## config.mk

```make
export PLATFORM = sky130hd
export DESIGN_NAME = mdio_cmd_master
export DESIGN_NICKNAME = d
export VERILOG_FILES = /design/src/rtl/mdio_cmd_pkg.sv /design/src/rtl/mdio_mdc_gen.sv /design/src/rtl/mdio_frame_engine.sv /design/src/rtl/mdio_cmd_master.sv
export SDC_FILE = /design/constraint.sdc
export NUM_CORES = 1
export LEC_CHECK = 0
export BUFFER_PORTS_ARGS = -buffer_cell sky130_fd_sc_hd__buf_2
export CAP_MARGIN = 20
export CORE_MARGIN = 8
export CORE_UTILIZATION = 55
export DETAILED_ROUTE_END_ITERATION = 8
export GPL_TIMING_DRIVEN = 0
export PLACE_DENSITY = 0.76
export SETUP_SLACK_MARGIN = 0.1
export SLEW_MARGIN = 20
export SYNTH_ARGS = -nofsm -noshare
export SYNTH_HDL_FRONTEND = slang
export SYNTH_HIERARCHICAL = 1
export SYNTH_SLANG_ARGS = --single-unit
```

## constraint.sdc

```tcl
create_clock -name clk -period 2.36 [get_ports clk]
set_input_delay 0 -clock clk [delete_from_list [all_inputs] [get_ports clk]]
set_output_delay 0 -clock clk [all_outputs]
set_load 0.1 [all_outputs]
```

## src/rtl/mdio_cmd_pkg.sv

```systemverilog
package mdio_cmd_pkg;
    localparam int FRAME_LEN = 64;   // preamble + header + turnaround + data
    localparam int TA_POS    = 46;   // first turnaround bit index
    localparam int DATA_POS  = 48;   // first data bit index
    localparam int DONE_BIT  = 31;
    localparam int STYLE_BIT = 28;   // 1: direct style, 0: indirect style
    localparam int OPH_BIT   = 27;   // opcode MSB, 1 means read
    localparam int OPL_BIT   = 26;

    typedef enum logic [2:0] {
        S_IDLE, S_ARMED, S_RUN0, S_PAIR_ADDR, S_RUN1
    } seq_state_t;

    typedef enum logic [1:0] {
        E_IDLE, E_SHIFT, E_TAIL
    } eng_state_t;

    // Serial image of one frame, first bit transmitted is the MSB.
    function automatic logic [FRAME_LEN-1:0] build_frame(input logic [28:0] c);
        build_frame = {32'hFFFF_FFFF,
                       (c[STYLE_BIT] ? 2'b01 : 2'b00),
                       c[OPH_BIT:OPL_BIT],
                       c[25:21],
                       c[20:16],
                       2'b10,
                       c[15:0]};
    endfunction
endpackage

```

## src/rtl/mdio_mdc_gen.sv

```systemverilog
module mdio_mdc_gen #(
    parameter int HALF_DIV = 4,
    parameter int HOLD     = 1
) (
    input  logic clk,
    input  logic rst_n,
    input  logic en,
    output logic mdc,
    output logic upd_p,    // MDIO may change now (low phase, after margin)
    output logic smp_p,    // MDC rises at this edge: sample MDIO
    output logic fall_p    // MDC falls at this edge
);
    localparam int CW = (HALF_DIV > 1) ? $clog2(HALF_DIV) : 1;
    localparam logic [CW-1:0] LAST   = CW'(HALF_DIV - 1);
    localparam logic [CW-1:0] HOLD_C = CW'(HOLD);

    logic [CW-1:0] cnt;
    logic          at_end;

    assign at_end = (cnt == LAST);

    always_ff @(posedge clk or negedge rst_n) begin
        if (!rst_n) begin
            cnt <= '0;
            mdc <= 1'b0;
        end else if (!en) begin
            cnt <= '0;
            mdc <= 1'b0;
        end else if (at_end) begin
            cnt <= '0;
            mdc <= ~mdc;
        end else begin
            cnt <= cnt + 1'b1;
        end
    end

    assign upd_p  = en && !mdc && (cnt == HOLD_C);
    assign smp_p  = en && !mdc && at_end;
    assign fall_p = en &&  mdc && at_end;
endmodule

```

## src/rtl/mdio_frame_engine.sv

```systemverilog
module mdio_frame_engine
    import mdio_cmd_pkg::*;
(
    input  logic        clk,
    input  logic        rst_n,
    input  logic        start,
    input  logic [28:0] cmd,
    input  logic        upd_p,
    input  logic        smp_p,
    input  logic        fall_p,
    input  logic        mdio_i,
    output logic        mdio_o,
    output logic        mdio_oe,
    output logic        active,
    output logic        done_p,
    output logic [15:0] rd_data
);
    localparam int IW = $clog2(FRAME_LEN);
    localparam logic [IW-1:0] LAST_IDX = IW'(FRAME_LEN - 1);

    eng_state_t           state, nxt;
    logic [FRAME_LEN-1:0] fv;
    logic                 is_rd;
    logic [IW-1:0]        idx;

    // State register
    always_ff @(posedge clk or negedge rst_n) begin
        if (!rst_n) state <= E_IDLE;
        else        state <= nxt;
    end

    // Next state
    always_comb begin
        nxt = state;
        unique case (state)
            E_IDLE:  if (start) nxt = E_SHIFT;
            E_SHIFT: if (smp_p && idx == LAST_IDX) nxt = E_TAIL;
            E_TAIL:  if (fall_p) nxt = E_IDLE;
            default: nxt = E_IDLE;
        endcase
    end

    // Outputs and datapath
    always_ff @(posedge clk or negedge rst_n) begin
        if (!rst_n) begin
            fv      <= '0;
            is_rd   <= 1'b0;
            idx     <= '0;
            mdio_o  <= 1'b1;
            mdio_oe <= 1'b0;
            done_p  <= 1'b0;
            rd_data <= '0;
        end else begin
            done_p <= 1'b0;
            unique case (state)
                E_IDLE: begin
                    if (start) begin
                        fv    <= build_frame(cmd);
                        is_rd <= cmd[OPH_BIT];
                        idx   <= '0;
                    end
                end
                E_SHIFT: begin
                    if (upd_p) begin
                        mdio_o  <= fv[LAST_IDX - idx];
                        mdio_oe <= !(is_rd && idx >= IW'(TA_POS));
                    end
                    if (smp_p) begin
                        if (is_rd && idx >= IW'(DATA_POS))
                            rd_data <= {rd_data[14:0], mdio_i};
                        if (idx != LAST_IDX)
                            idx <= idx + 1'b1;
                    end
                end
                E_TAIL: begin
                    if (fall_p) begin
                        mdio_oe <= 1'b0;
                        done_p  <= 1'b1;
                    end
                end
                default: ;
            endcase
        end
    end

    assign active = (state != E_IDLE);
endmodule

```

## src/rtl/mdio_cmd_master.sv

```systemverilog
module mdio_cmd_master
    import mdio_cmd_pkg::*;
#(
    parameter int HALF_DIV = 4,
    parameter int HOLD     = 1
) (
    input  logic        clk,
    input  logic        rst_n,
    input  logic        bus_we,
    input  logic        bus_sel,
    input  logic [31:0] bus_wdata,
    output logic [31:0] bus_rdata,
    output logic        mdc,
    output logic        mdio_o,
    output logic        mdio_oe,
    input  logic        mdio_i
);
    seq_state_t  state, nxt;
    logic [31:0] slot0, slot1;
    logic        go_q;
    logic        wr0, wr1, addr_cmd, busy;
    logic        in_run0, in_run1;
    logic [28:0] eng_cmd;
    logic        upd_p, smp_p, fall_p;
    logic        eng_active, fdone;
    logic [15:0] frd;
    logic        unused_wdata_done;

    assign unused_wdata_done = bus_wdata[DONE_BIT];

    assign wr0      = bus_we && !bus_sel;
    assign wr1      = bus_we &&  bus_sel;
    assign addr_cmd = !bus_wdata[STYLE_BIT] && (bus_wdata[OPH_BIT:OPL_BIT] == 2'b00);
    assign in_run0  = (state == S_RUN0);
    assign in_run1  = (state == S_RUN1);
    assign busy     = in_run0 || in_run1 || (state == S_PAIR_ADDR);
    assign eng_cmd  = in_run1 ? slot1[28:0] : slot0[28:0];
    assign bus_rdata = bus_sel ? slot1 : slot0;

    // State register
    always_ff @(posedge clk or negedge rst_n) begin
        if (!rst_n) state <= S_IDLE;
        else        state <= nxt;
    end

    // Next state
    always_comb begin
        nxt = state;
        unique case (state)
            S_IDLE, S_ARMED: begin
                if (wr0)      nxt = addr_cmd ? S_ARMED : S_RUN0;
                else if (wr1) nxt = (state == S_ARMED) ? S_PAIR_ADDR : S_RUN1;
            end
            S_PAIR_ADDR:      if (fdone) nxt = S_RUN1;
            S_RUN0, S_RUN1:   if (fdone) nxt = S_IDLE;
            default:          nxt = S_IDLE;
        endcase
    end

    // Outputs: slot storage, completion status and frame launch
    always_ff @(posedge clk or negedge rst_n) begin
        if (!rst_n) begin
            slot0 <= '0;
            slot1 <= '0;
            go_q  <= 1'b0;
        end else begin
            go_q <= (nxt != state) &&
                    (nxt == S_RUN0 || nxt == S_PAIR_ADDR || nxt == S_RUN1);
            if (!busy && wr0) slot0 <= {1'b0, bus_wdata[30:0]};
            if (!busy && wr1) slot1 <= {1'b0, bus_wdata[30:0]};
            if (fdone && in_run0) begin
                slot0[DONE_BIT] <= 1'b1;
                if (slot0[OPH_BIT]) slot0[15:0] <= frd;
            end
            if (fdone && in_run1) begin
                slot1[DONE_BIT] <= 1'b1;
                if (slot1[OPH_BIT]) slot1[15:0] <= frd;
            end
        end
    end

    mdio_mdc_gen #(
        .HALF_DIV (HALF_DIV),
        .HOLD     (HOLD)
    ) u_mdc (
        .clk    (clk),
        .rst_n  (rst_n),
        .en     (eng_active),
        .mdc    (mdc),
        .upd_p  (upd_p),
        .smp_p  (smp_p),
        .fall_p (fall_p)
    );

    mdio_frame_engine u_eng (
        .clk     (clk),
        .rst_n   (rst_n),
        .start   (go_q),
        .cmd     (eng_cmd),
        .upd_p   (upd_p),
        .smp_p   (smp_p),
        .fall_p  (fall_p),
        .mdio_i  (mdio_i),
        .mdio_o  (mdio_o),
        .mdio_oe (mdio_oe),
        .active  (eng_active),
        .done_p  (fdone),
        .rd_data (frd)
    );
endmodule

```

==> run_summary.xml <==
<?xml version="1.0" encoding="UTF-8"?>
<metrics>
  <group name="synth">
    <metric name="synth.cell_area" unit="sq mm">0.00644</metric>
    <metric name="synth_cell_types" unit="">54</metric>
    <metric name="total_of_flip_flops_plus_latches_after_synthesis" unit="">128</metric>
    <metric name="syn-num-nets" unit="">560</metric>
    <metric name="synth_cells" unit="">520</metric>
    <metric name="dominantRegCellSynth" unit="">dfrtp_1</metric>
    <metric name="yosysWarningCount" unit="">6</metric>
    <metric name="post_synth.cell_area_avg" unit="sq um">12.4</metric>
    <metric name="async_flop_share" unit="%">100</metric>
    <metric name="synth_enable_flop_cells" unit="">0</metric>
    <metric name="ys_seq_area_share" unit="%">49.8</metric>
  </group>
  <group name="clock_tree">
    <metric name="cts_made_buffers" unit="">17</metric>
    <metric name="ctsHtreeMaxLevel" unit="">4</metric>
    <metric name="clock_insertion_delay_worst_skew" unit="ns">0.41</metric>
    <metric name="path_clk_slew" unit="ns">0.05</metric>
    <metric name="ctsLongestPathBuffers" unit="">2</metric>
    <metric name="clock_tree_from_tritoncts" unit="">done</metric>
    <metric name="root_buffer" unit="">clkbuf_16</metric>
    <metric name="clock_sink_count" unit="">128</metric>
  </group>
  <group name="sta">
    <metric name="finalHoldViolCount" unit="">0</metric>
    <metric name="rsz0062_at_grt" unit="">no</metric>
    <metric name="slew_violations" unit="">0</metric>
    <metric name="setup_ws" unit="ns">0.219</metric>
    <metric name="timing_worst_slew_pin_value" unit="ns">0.689</metric>
    <metric name="layout_worst_path_cycle_share" unit="%">90.7</metric>
    <metric name="achievable-frequency" unit="MHz">467</metric>
    <metric name="layout_min_cycle_time" unit="ns">2.14</metric>
    <metric name="setup_violations" unit="">0</metric>
    <metric name="final.setup_skew" unit="ns">0.00802</metric>
    <metric name="max-slew-margin-rel" unit="%">54.1</metric>
  </group>
  <group name="setup_path">
    <metric name="worst-setup-path-type" unit="">reg2reg</metric>
    <metric name="worstRegToRegCells" unit="">7</metric>
    <metric name="timing_endpoint_of_the_critical_path" unit="">u_eng/rd_data[9]</metric>
    <metric name="critPathSlowestCell" unit="">mux2_2</metric>
    <metric name="cp.depth" unit="">7</metric>
    <metric name="worstPathMaxFanout" unit="">10</metric>
    <metric name="worst_ep_arrival_time" unit="ns">2.43</metric>
    <metric name="r2r_end" unit="">u_eng/rd_data[9]</metric>
    <metric name="r2r_start" unit="">u_eng/state[0]</metric>
    <metric name="crit_path_max_incr_delay" unit="ns">0.35</metric>
    <metric name="timing.critical_path.required" unit="ns">2.65</metric>
    <metric name="cp_top_family" unit="">simple AND/OR/NAND/NOR gates</metric>
    <metric name="worstPathCellList" unit="">clkbuf_2 &gt; or2_2 &gt; and3b_2 &gt; nand3b_1 &gt; nor2_4 &gt; buf_4 &gt; mux2_2</metric>
    <metric name="critical_path_buf_inv_count" unit="">2</metric>
    <metric name="setup.worst_path.start_class" unit="">flip-flop</metric>
    <metric name="critical_path.endpoint_type" unit="">flip-flop</metric>
    <metric name="worstSetupStartpoint" unit="">u_eng/state[0]</metric>
    <metric name="register_to_register_setup_slack" unit="ns">0.22</metric>
  </group>
  <group name="global_routing">
    <metric name="pin_count_of_the_biggest_net_entering_global_routing" unit="">67</metric>
    <metric name="grt.overflow.total" unit="">0</metric>
    <metric name="grt_pass1_vias" unit="">4822</metric>
    <metric name="track_usage" unit="%">20.3</metric>
    <metric name="antenna_violations_before_repair" unit="">1</metric>
    <metric name="grt_first_pass_wirelength" unit="um">24200</metric>
  </group>
  <group name="place">
    <metric name="gp_routability_congestion" unit="">0.867</metric>
    <metric name="portBuffers" unit="">69</metric>
    <metric name="dp_slack" unit="ns">0.107</metric>
    <metric name="hpwlAfterDp" unit="um">10100</metric>
  </group>
  <group name="power_and_ir_drop">
    <metric name="totalPowerFinal" unit="mW">11.6</metric>
    <metric name="p_leak" unit="nW">3.46</metric>
    <metric name="worst_ir_drop_vdd" unit="V">0.00136</metric>
    <metric name="power.density" unit="mW/mm^2">1470</metric>
  </group>
  <group name="floorplan">
    <metric name="floorplan.initialDensity" unit="%">56.4</metric>
    <metric name="top_level_ports" unit="">72</metric>
    <metric name="core.rowCount" unit="">39</metric>
    <metric name="core-area" unit="sq mm">0.0114</metric>
    <metric name="die_w" unit="um">124</metric>
    <metric name="floorplan.die.height" unit="um">124</metric>
    <metric name="die-area" unit="sq mm">0.0154</metric>
  </group>
  <group name="job">
    <metric name="maxCapViolCount" unit="">0</metric>
  </group>
  <group name="detailed_routing">
    <metric name="antenna_left" unit="">0</metric>
    <metric name="routed_wl" unit="um">14600</metric>
    <metric name="drt-vias-per-instance" unit="">5.63</metric>
    <metric name="drtIter0Drc" unit="">254</metric>
    <metric name="average_wire_per_cell_in_the_routed_design" unit="um">18.3</metric>
    <metric name="route.detailed.drc" unit="">0</metric>
    <metric name="dr.pass1.iters" unit="">5</metric>
    <metric name="route.vias.total" unit="">4489</metric>
  </group>
  <group name="outcome">
    <metric name="run_status" unit="">completed</metric>
  </group>
  <group name="layout">
    <metric name="fillers" unit="">824</metric>
    <metric name="layout.nets" unit="">683</metric>
    <metric name="area.sequential" unit="sq mm">0.00320</metric>
    <metric name="area_occupied_by_multi_input_gates" unit="sq mm">0.00301</metric>
    <metric name="drive_gt1_share" unit="%">37.8</metric>
    <metric name="synthToLayoutAreaGrowth" unit="%">22.6</metric>
    <metric name="ant_cells" unit="">0</metric>
  </group>
  <group name="hold_path">
    <metric name="worst_hold_path_type" unit="">in2async</metric>
  </group>
</metrics>
[layout make-up]
cell class                      instances  area share [%]
Inverter                                8           0.381
Clock buffer                           24            6.23
Timing Repair Buffer                  104            9.12
Clock inverter                          6           0.729
Sequential cell                       128            40.6
Buffer                                 32            2.51
Multi-Input combinational cell        352            38.2
Tap cell                              143            2.27
[synth_stat cells, types with 2 or more instances]
cell type,number,share of area (%)
a21oi_1,20,1.6
a31oi_1,2,0.19
and3_1,3,0.29
and3b_2,2,0.31
buf_2,10,0.78
buf_4,11,1.3
buf_6,3,0.52
clkbuf_1,7,0.41
dfrtp_1,127,49
ha_1,3,0.58
inv_1,8,0.47
mux2_1,27,4.7
mux2_2,110,19
mux2i_1,43,6.7
mux4_2,2,0.70
nand2_1,24,1.4
nand2b_1,5,0.49
nand3_1,3,0.23
nand3b_1,4,0.47
nand4_1,2,0.19
nor2_1,29,1.7
nor2b_1,8,0.78
nor3b_1,2,0.23
nor3b_4,2,0.58
o21ai_0,24,1.9
o21ai_1,7,0.54
or2_2,2,0.19
xor2_1,4,0.54
[worst min path at each step]
stage | from | endpoint | cells after the start | slack [ns]
after floorplan | rst_n | go_q | 0 | -0.30
after global placement | bus_wdata[21] | slot1[21] | 2 | 0.23
after detailed placement | rst_n | slot0[20] | 1 | 0.02
after CTS | bus_sel | state[1] | 4 | 0.12
after global routing | bus_sel | go_q | 4 | 0.15
final | rst_n | slot0[20] | 2 | 0.14
[what timing repair did]
item | CTS | global route
endpoints found under the hold margin | 126 | 0
hold buffers | 34 | 0
resized for setup | 1 | 0
setup endpoints to repair | 1 | 0
setup buffers | 0 | 0
[cell usage in the layout, fill, tap and decap left out, types with 3 or more instances in the layout]
cell type,instances
a21oi_1,20
buf_2,78
and3_1,3
clkbuf_16,17
buf_4,11
dlygate4sd3_1,34
mux2_2,110
nand3_1,3
mux2_1,27
nand2b_1,5
nand2_1,24
ha_1,3
o21ai_0,23
xor2_1,4
nand3b_1,4
clkbuf_1,10
clkbuf_8,4
buf_6,4
inv_1,8
clkinv_2,4
mux2i_1,43
o21ai_1,8
nor2b_1,8
nor2_1,29
dfrtp_1,127
[stage by stage]
stage / TNS, ns / instances / hold WS (ns) / area (sq um) / util (%)
2_1_floorplan: 0 / 520 / -0.296 / 6440 / -
3_3_place_gp: -36.08 / 732 / 0.230 / 6960 / 61.0
3_5_place_dp: 0 / 733 / 0.0245 / 7000 / 61.3
4_1_cts: 0 / 797 / 0.116 / 7890 / 69.1
5_1_grt: 0 / 797 / 0.145 / 7890 / 69.1
6_report: 0 / 797 / 0.139 / 7890 / 69.1
[registers in the layout, summed over array words and instances (netlist names)]
name           flops
u_eng/rd_data     16
u_mdc/mdc          1
state              3
u_eng/mdio_o       1
u_eng/done_p       1
slot0             32
slot1             32
u_eng/fv          30
u_eng/mdio_oe      1
u_mdc/cnt          2
go_q               1
u_eng/idx          6
u_eng/state        2
[layer usage]
layer	vias to the layer above	wire, um	part of all wire [%]	track usage, %
met5	-	13	0.089	0
met4	2	265	1.8	6.99
met3	21	621	4.2	5.30
met2	103	7330	50	33.5
met1	2257	6380	44	25.4
li1	2106	-	-	-
[cells by family (layout without fill, tap and decap cells)]
family                     after synthesis  after routing  share of synthesized area [%]
AOI/OAI and AO/OA                       68             68                           6.14
buffers and inverters                   40            174                           3.54
and+or+nand+nor                         94             94                           7.93
adders and majority gates                3              3                          0.583
DFF                                    128            128                           49.8
muxes                                  182            182                           31.4
xor gates and xnor gates                 5              5                          0.680
[worst reg2reg max path: cells and delay by family (launching register included)]
family / cells / cell delay, ns
flip-flops: 1 / 0.33
AND/OR/NAND/NOR: 4 / 0.91
buffers and inverters: 2 / 0.44
multiplexers: 1 / 0.35
[report_power, final]
part | total, mW | leakage (nW) | internal (mW) | switching (mW)
logic | 5.48 | 1.64 | 1.84 | 3.63
clock network | 2.43 | 0.272 | 1.54 | 0.885
registers | 3.67 | 1.55 | 3.09 | 0.585
No activity file was read; power rests on OpenSTA's default activity.
